**src/rtl/act_pkg.sv**
```systemverilog
package act_pkg;
  localparam int FRAC = 10;
  localparam int ONE = 1 << FRAC;
  localparam int LAM_Q = 1076;
  localparam int LAMALPHA_Q = 1800;
  localparam int EXP_LAST = 16;

  typedef enum logic [1:0] {
    OP_SELU = 2'd0,
    OP_TANH = 2'd1,
    OP_SIG  = 2'd2,
    OP_NONE = 2'd3
  } actOp_e;

  typedef struct packed {
    logic load;
    logic divInit;
    logic divStep;
  } actCtrl_t;

  // exp(-k/2) in Q.10, k = 0..16
  function automatic int expPoint(input int k);
    case (k)
      0: return 1024;
      1: return 621;
      2: return 377;
      3: return 228;
      4: return 139;
      5: return 84;
      6: return 51;
      7: return 31;
      8: return 19;
      9: return 11;
      10: return 7;
      11: return 4;
      12: return 3;
      13: return 2;
      14: return 1;
      15: return 1;
      default: return 0;
    endcase
  endfunction
endpackage

```
**src/rtl/act_ctrl.sv**
```systemverilog
module act_ctrl
  import act_pkg::*;
#(
  parameter int QUOT_W = 12
) (
  input  logic     clk,
  input  logic     rst_n,
  input  logic     in_valid,
  input  logic     out_ready,
  output logic     in_ready,
  output logic     out_valid,
  output actCtrl_t ctrl
);
  localparam int CW = $clog2(QUOT_W) + 1;

  typedef enum logic [1:0] {S_IDLE, S_PREP, S_DIV, S_DONE} state_e;

  state_e state;
  logic [CW-1:0] stepCnt;

  always_ff @(posedge clk or negedge rst_n) begin
    if (!rst_n) begin
      state   <= S_IDLE;
      stepCnt <= '0;
    end else begin
      case (state)
        S_IDLE: if (in_valid) state <= S_PREP;
        S_PREP: begin
          state   <= S_DIV;
          stepCnt <= CW'(QUOT_W - 1);
        end
        S_DIV: begin
          if (stepCnt == '0) state <= S_DONE;
          else stepCnt <= stepCnt - 1'b1;
        end
        S_DONE: if (out_ready) state <= S_IDLE;
        default: state <= S_IDLE;
      endcase
    end
  end

  assign in_ready     = (state == S_IDLE);
  assign out_valid    = (state == S_DONE);
  assign ctrl.load    = (state == S_IDLE) && in_valid;
  assign ctrl.divInit = (state == S_PREP);
  assign ctrl.divStep = (state == S_DIV);
endmodule

```
**src/rtl/act_selu.sv**
```systemverilog
module act_selu
  import act_pkg::*;
#(
  parameter int DATA_W = 16
) (
  input  logic signed [DATA_W-1:0] x,
  output logic signed [DATA_W-1:0] y
);
  localparam logic signed [31:0] MAXV = 32'((1 << (DATA_W - 1)) - 1);

  logic signed [31:0] xs, posV, tIdx, tW, seg, e0, e1, eVal, negV;

  always_comb begin
    xs   = {{(32 - DATA_W){x[DATA_W-1]}}, x};
    posV = (xs * 32'(LAM_Q)) >>> FRAC;
    if (posV > MAXV) posV = MAXV;
    seg  = 32'sd0 - (xs <<< 1);
    tIdx = seg >>> FRAC;
    tW   = seg & 32'(ONE - 1);
    e0   = 32'(expPoint(int'(tIdx)));
    e1   = 32'(expPoint(int'(tIdx) + 1));
    if (tIdx >= 32'(EXP_LAST)) eVal = 32'(expPoint(EXP_LAST));
    else eVal = e0 + (((e1 - e0) * tW) >>> FRAC);
    negV = (32'(LAMALPHA_Q) * (eVal - 32'(ONE))) >>> FRAC;
    y    = (xs > 32'sd0) ? posV[DATA_W-1:0] : negV[DATA_W-1:0];
  end
endmodule

```
**src/rtl/act_dpath.sv**
```systemverilog
module act_dpath
  import act_pkg::*;
#(
  parameter int DATA_W = 16,
  parameter int QUOT_W = 12
) (
  input  logic              clk,
  input  logic              rst_n,
  input  actCtrl_t          ctrl,
  input  logic [1:0]        in_op,
  input  logic [DATA_W-1:0] in_data,
  output logic [DATA_W-1:0] out_data
);
  localparam int PW = 2 * DATA_W + 4;
  localparam int AW = DATA_W + 1;
  localparam logic signed [DATA_W-1:0] THREE_Q = DATA_W'(3 * ONE);
  localparam logic signed [DATA_W-1:0] ONE_Q   = DATA_W'(ONE);

  logic signed [DATA_W-1:0] xReg;
  actOp_e opReg;
  logic [PW-1:0] remReg, dvsReg;
  logic [QUOT_W-1:0] qReg;
  logic negReg, hiReg, loReg;

  logic signed [DATA_W-1:0] tArg;
  logic [AW-1:0] tMag;
  logic [PW-1:0] sq, x2, numC, denC;

  always_comb begin
    tArg = (opReg == OP_SIG) ? (xReg >>> 1) : xReg;
    tMag = tArg[DATA_W-1] ? (~{1'b1, tArg} + 1'b1) : {1'b0, tArg};
    sq   = PW'(tMag) * PW'(tMag);
    x2   = sq >> FRAC;
    numC = PW'(tMag) * (PW'(27 * ONE) + x2);
    denC = PW'(27 * ONE) + PW'(9) * x2;
  end

  always_ff @(posedge clk or negedge rst_n) begin
    if (!rst_n) begin
      xReg   <= '0;
      opReg  <= OP_NONE;
      remReg <= '0;
      dvsReg <= '0;
      qReg   <= '0;
      negReg <= 1'b0;
      hiReg  <= 1'b0;
      loReg  <= 1'b0;
    end else begin
      if (ctrl.load) begin
        xReg  <= in_data;
        opReg <= actOp_e'(in_op);
      end
      if (ctrl.divInit) begin
        remReg <= numC;
        dvsReg <= denC << (QUOT_W - 1);
        qReg   <= '0;
        negReg <= tArg[DATA_W-1];
        hiReg  <= tArg > THREE_Q;
        loReg  <= tArg < -THREE_Q;
      end
      if (ctrl.divStep) begin
        if (remReg >= dvsReg) begin
          remReg <= remReg - dvsReg;
          qReg   <= {qReg[QUOT_W-2:0], 1'b1};
        end else begin
          qReg   <= {qReg[QUOT_W-2:0], 1'b0};
        end
        dvsReg <= dvsReg >> 1;
      end
    end
  end

  logic signed [DATA_W-1:0] qExt, tanhVal, sigVal, seluVal;
  logic signed [DATA_W:0] sigSum;

  act_selu #(.DATA_W(DATA_W)) selu_i (.x(xReg), .y(seluVal));

  always_comb begin
    qExt = {{(DATA_W - QUOT_W){1'b0}}, qReg};
    if (hiReg) tanhVal = ONE_Q;
    else if (loReg) tanhVal = -ONE_Q;
    else if (negReg) tanhVal = -qExt;
    else tanhVal = qExt;
    sigSum = {tanhVal[DATA_W-1], tanhVal} + (DATA_W + 1)'(ONE);
    sigVal = sigSum[DATA_W:1];
    case (opReg)
      OP_SELU: out_data = seluVal;
      OP_TANH: out_data = tanhVal;
      OP_SIG:  out_data = sigVal;
      default: out_data = '0;
    endcase
  end
endmodule

```
**src/rtl/act_unit.sv**
```systemverilog
module act_unit
  import act_pkg::*;
#(
  parameter int DATA_W = 16,
  parameter int QUOT_W = 12
) (
  input  logic              clk,
  input  logic              rst_n,
  input  logic              in_valid,
  output logic              in_ready,
  input  logic [1:0]        in_op,
  input  logic [DATA_W-1:0] in_data,
  output logic              out_valid,
  input  logic              out_ready,
  output logic [DATA_W-1:0] out_data
);
  actCtrl_t ctrl;

  act_ctrl #(.QUOT_W(QUOT_W)) ctrl_i (
    .clk(clk), .rst_n(rst_n), .in_valid(in_valid), .out_ready(out_ready),
    .in_ready(in_ready), .out_valid(out_valid), .ctrl(ctrl)
  );

  act_dpath #(.DATA_W(DATA_W), .QUOT_W(QUOT_W)) dpath_i (
    .clk(clk), .rst_n(rst_n), .ctrl(ctrl), .in_op(in_op),
    .in_data(in_data), .out_data(out_data)
  );
endmodule

```
**config.mk**
```make
export PLATFORM = sky130hd
export DESIGN_NAME = act_unit
export DESIGN_NICKNAME = d
export VERILOG_FILES = /design/src/rtl/act_pkg.sv /design/src/rtl/act_ctrl.sv /design/src/rtl/act_selu.sv /design/src/rtl/act_dpath.sv /design/src/rtl/act_unit.sv
export SDC_FILE = /design/constraint.sdc
export NUM_CORES = 2
export LEC_CHECK = 0
export ABC_AREA = 1
export ABC_CLOCK_PERIOD_IN_PS = 15500
export BUFFER_PORTS_ARGS = -buffer_cell sky130_fd_sc_hd__buf_2
export CAP_MARGIN = 30
export CORE_MARGIN = 2
export CORE_UTILIZATION = 55
export DETAILED_ROUTE_END_ITERATION = 10
export GPL_ROUTABILITY_DRIVEN = 0
export PLACE_DENSITY = 0.8
export SLEW_MARGIN = 10
export SYNTH_ARGS = -nofsm -noshare
export SYNTH_HDL_FRONTEND = slang
export SYNTH_SLANG_ARGS = --single-unit
```
**constraint.sdc**
```tcl
create_clock -name clk -period 15.5 [get_ports clk]
set_clock_uncertainty 0.2 [all_clocks]
set_input_delay 0.775 -clock clk [delete_from_list [all_inputs] [get_ports clk]]
set_output_delay 0.775 -clock clk [all_outputs]
set_load 0.01 [all_outputs]
```
==> reports/results.txt <==
Syn avg cell area -> 7.695 sq um
PortBufs -> 39
Gr usage total -> 0.2945
Final hold violation count -> 0
Critical-path maximum fanout -> 6
Max_cap viols -> 0
Htree depth -> 3
Post-synthesis mux area share -> 0
Top Ports -> 40
Core area -> 78870 sq um
DR WL/cell -> 17.58 um
Ys flop type -> dfrtp_1
# diodes -> 0
Post-Syn Area -> 43690 sq um
Launch point of the worst path -> dpath_i.xReg[3]$_DFFE_PN0P_
Yosys top cell area share -> 0.3418
Worst R2R End -> dpath_i.remReg[35]$_DFF_PN0_
CP bufs+invs -> 15
Compound-cell area share of the yosys netlist -> 0.09256
Layout net count -> 7134
TritonCTS Buffers -> 9
Hpwl dp -> 98.92 mm
Worst rel slew slack -> 0.2633
Cell with the most instances after synthesis -> inv_1
WS Path Type -> flip-flop to primary output
Site Rows -> 103
Largest net degree at the start of global routing -> 67
Area growth, synth to finish -> 8.096%
Hold Path Class -> primary input to asynchronous set/reset pin
Pre-CTS WS -> -0.1998 ns
Number of synthesis warnings -> 0
Adder-cell share of the synthesized area -> 0.5002
Vias per inst -> 5.608
Final setup fails -> 0
Top achievable clock speed -> 66.45 MHz
First-pass GRT wire length -> 192.1 mm
Worst-path clk slew -> 0.10 ns
Critical path launch point type -> flip-flop
Post-DP Area -> 45620 sq um
Vias in the first global route -> 37470
Req. time, crit path -> 14.53 ns
Leading post-synthesis cells by cell area -> fa_1 (34%), ha_1 (16%), inv_1 (12%)
Fillers -> 6794
Final ANT Viol Nets -> 0
Synth Register Bits -> 112
Initial Utilization -> 0.5539
Die Ht -> 285.8 um
Post-synth EDFFs -> 0
R2R cell count -> 64
Post-route setup slack -> 0.4517 ns
Synth Area in XOR/XNOR -> 0.03199
Initial DRT Pass Iterations -> 8
Clock tree buffer depth -> 2
Sequential share of the synthesized area -> 0.06421
Worst R2R Start -> dpath_i.opReg[0]$_DFFE_PN1P_
CP top delay family -> adder cells
Number of clock sinks -> 112
Period utilization -> 0.9709
Clock Latency Late Sink -> 0.42 ns
DR iter-0 viols -> 3631
Routed WL -> 120.7 mm
Syn Inst Count -> 5678
Initial antenna violation count -> 1
Die area -> 81700 sq um
CTS tree -> done
Remaining DRCs -> 0
Final Critical Period -> 15.05 ns
RSZ-0062 raised after global routing -> yes
Global route total overflow -> 0
Largest family of logic cells by synthesized area -> adder cells
Status -> finished clean
Simple-gate share of the synthesized area -> 0.1765
Clk Tree Root Cell -> clkbuf_16
CP Capture Type -> primary output
CP most frequent cell -> inv_1
Slowest CP cell -> fa_1
Worst Path Arrival -> 14.07 ns
Worst-Margin Slew -> 1.101 ns
Fraction of layout cells with a size suffix above 1 -> 0.08457
Design Area, Final -> 47230 sq um
Slowest Stage Delay on Critical Path -> 0.54 ns
Chip width -> 285.8 um
Top cell type by total area after synthesis -> fa_1
Pins Over Slew Limit -> 0
Vias -> 38520
Yosys cell types -> 66
Post-synth top cells -> inv_1 (1400), nand2_1 (1013), fa_1 (746)
Async S/R FF share, synth -> 1.000
FF-to-FF setup slack -> 0.67 ns
-- area by class of cell --
cell class	count	area (sq um)	area share
inverter	1425	5394	0.1142
clock inverter	7	86.33	0.001828
timing repair buffer	201	1461	0.03094
multi-input combinational	4064	35930	0.7608
tap	1050	1314	0.02782
sequential	112	2814	0.05958
clock buffer	9	225.2	0.004769
-- registers in the layout, indices dropped and copies added (netlist names) --
register	count
dpath_i.loReg	1
dpath_i.dvsReg	36
dpath_i.xReg	16
ctrl_i.state	2
dpath_i.negReg	1
dpath_i.opReg	2
dpath_i.remReg	36
ctrl_i.stepCnt	5
dpath_i.qReg	12
dpath_i.hiReg	1
-- worst reg2reg max path: cells and delay by family, from the launching register on --
| family | cells | cell delay (ns) |
|---|---|---|
| adder cells (fa/ha/maj) | 15 | 6.94 |
| buffers and inverters | 14 | 1.48 |
| flip-flops | 1 | 0.59 |
| XOR/XNOR | 2 | 0.38 |
| AO/OA/AOI/OAI | 9 | 2.01 |
| AND/OR/NAND/NOR | 24 | 3.18 |
-- placed cells by master, fill, tap and decap left out, drive strengths merged, types with 10 or more instances in the layout --
master     n
inv     1414
nand2   1044
fa       746
ha       553
nor2     527
a21oi    281
o21ai    205
buf      201
nand3    160
dfrtp    110
xor2      98
xnor2     59
conb      56
o211ai    35
nor3      35
nand4     31
a31oi     30
o221ai    28
o22ai     25
o21bai    21
or2       18
nor4      17
nand3b    13
a21o      12
a21boi    12
clkinv    10
-- worst max path at each step --
stage | end | cells past startpoint
final | out_data[13] | 76
after global routing | out_data[15] | 85
after CTS | out_data[15] | 77
after detailed placement | dpath_i.remReg[35]$_DFF_PN0_ | 61
after global placement | dpath_i.remReg[35]$_DFF_PN0_ | 62
after floorplan | out_data[15] | 81
-- routing by layer --
layer	track usage	share of wire
met2	0.4697	0.46
met4	0.09791	0.041
met1	0.4047	0.40
met5	0	0
met3	0.05574	0.10
-- stage by stage --
| step | TNS (ns) | util | cells | hold WS, ns |
|---|---|---|---|---|
| after CTS | 0 | 0.5831 | 6803 | 0.2594 |
| after global routing | -1.335 | 0.5988 | 6868 | 0.2798 |
| after floorplan | 0 | - | 5732 | 0.2524 |
| final | 0 | 0.5988 | 6868 | 0.2240 |
| after global placement | 0 | 0.5784 | 6785 | 0.2681 |
| after detailed placement | -0.2274 | 0.5784 | 6786 | 0.2761 |
-- what timing repair did --
item / 4_1_cts / 5_1_grt
pin swaps: 1 / 56
endpoints found under the setup margin: 5 / 20
hold buffers: 0 / 0
buffers inserted: 1 / 63
resized for setup: 22 / 197
-- cells by family (layout without fill, tap and decap cells) --
kind of cell    Yosys count  after routing
flops                   112            112
compound gates          698            698
fa+ha+maj              1299           1299
other cells               2             56
xor+xnor                157            157
buf+inv                1556           1642
simple gates           1854           1854
Power is left out: the tool's default activity adds up to more than one toggle a clock period on the data nets, which glitch-free logic cannot reach.
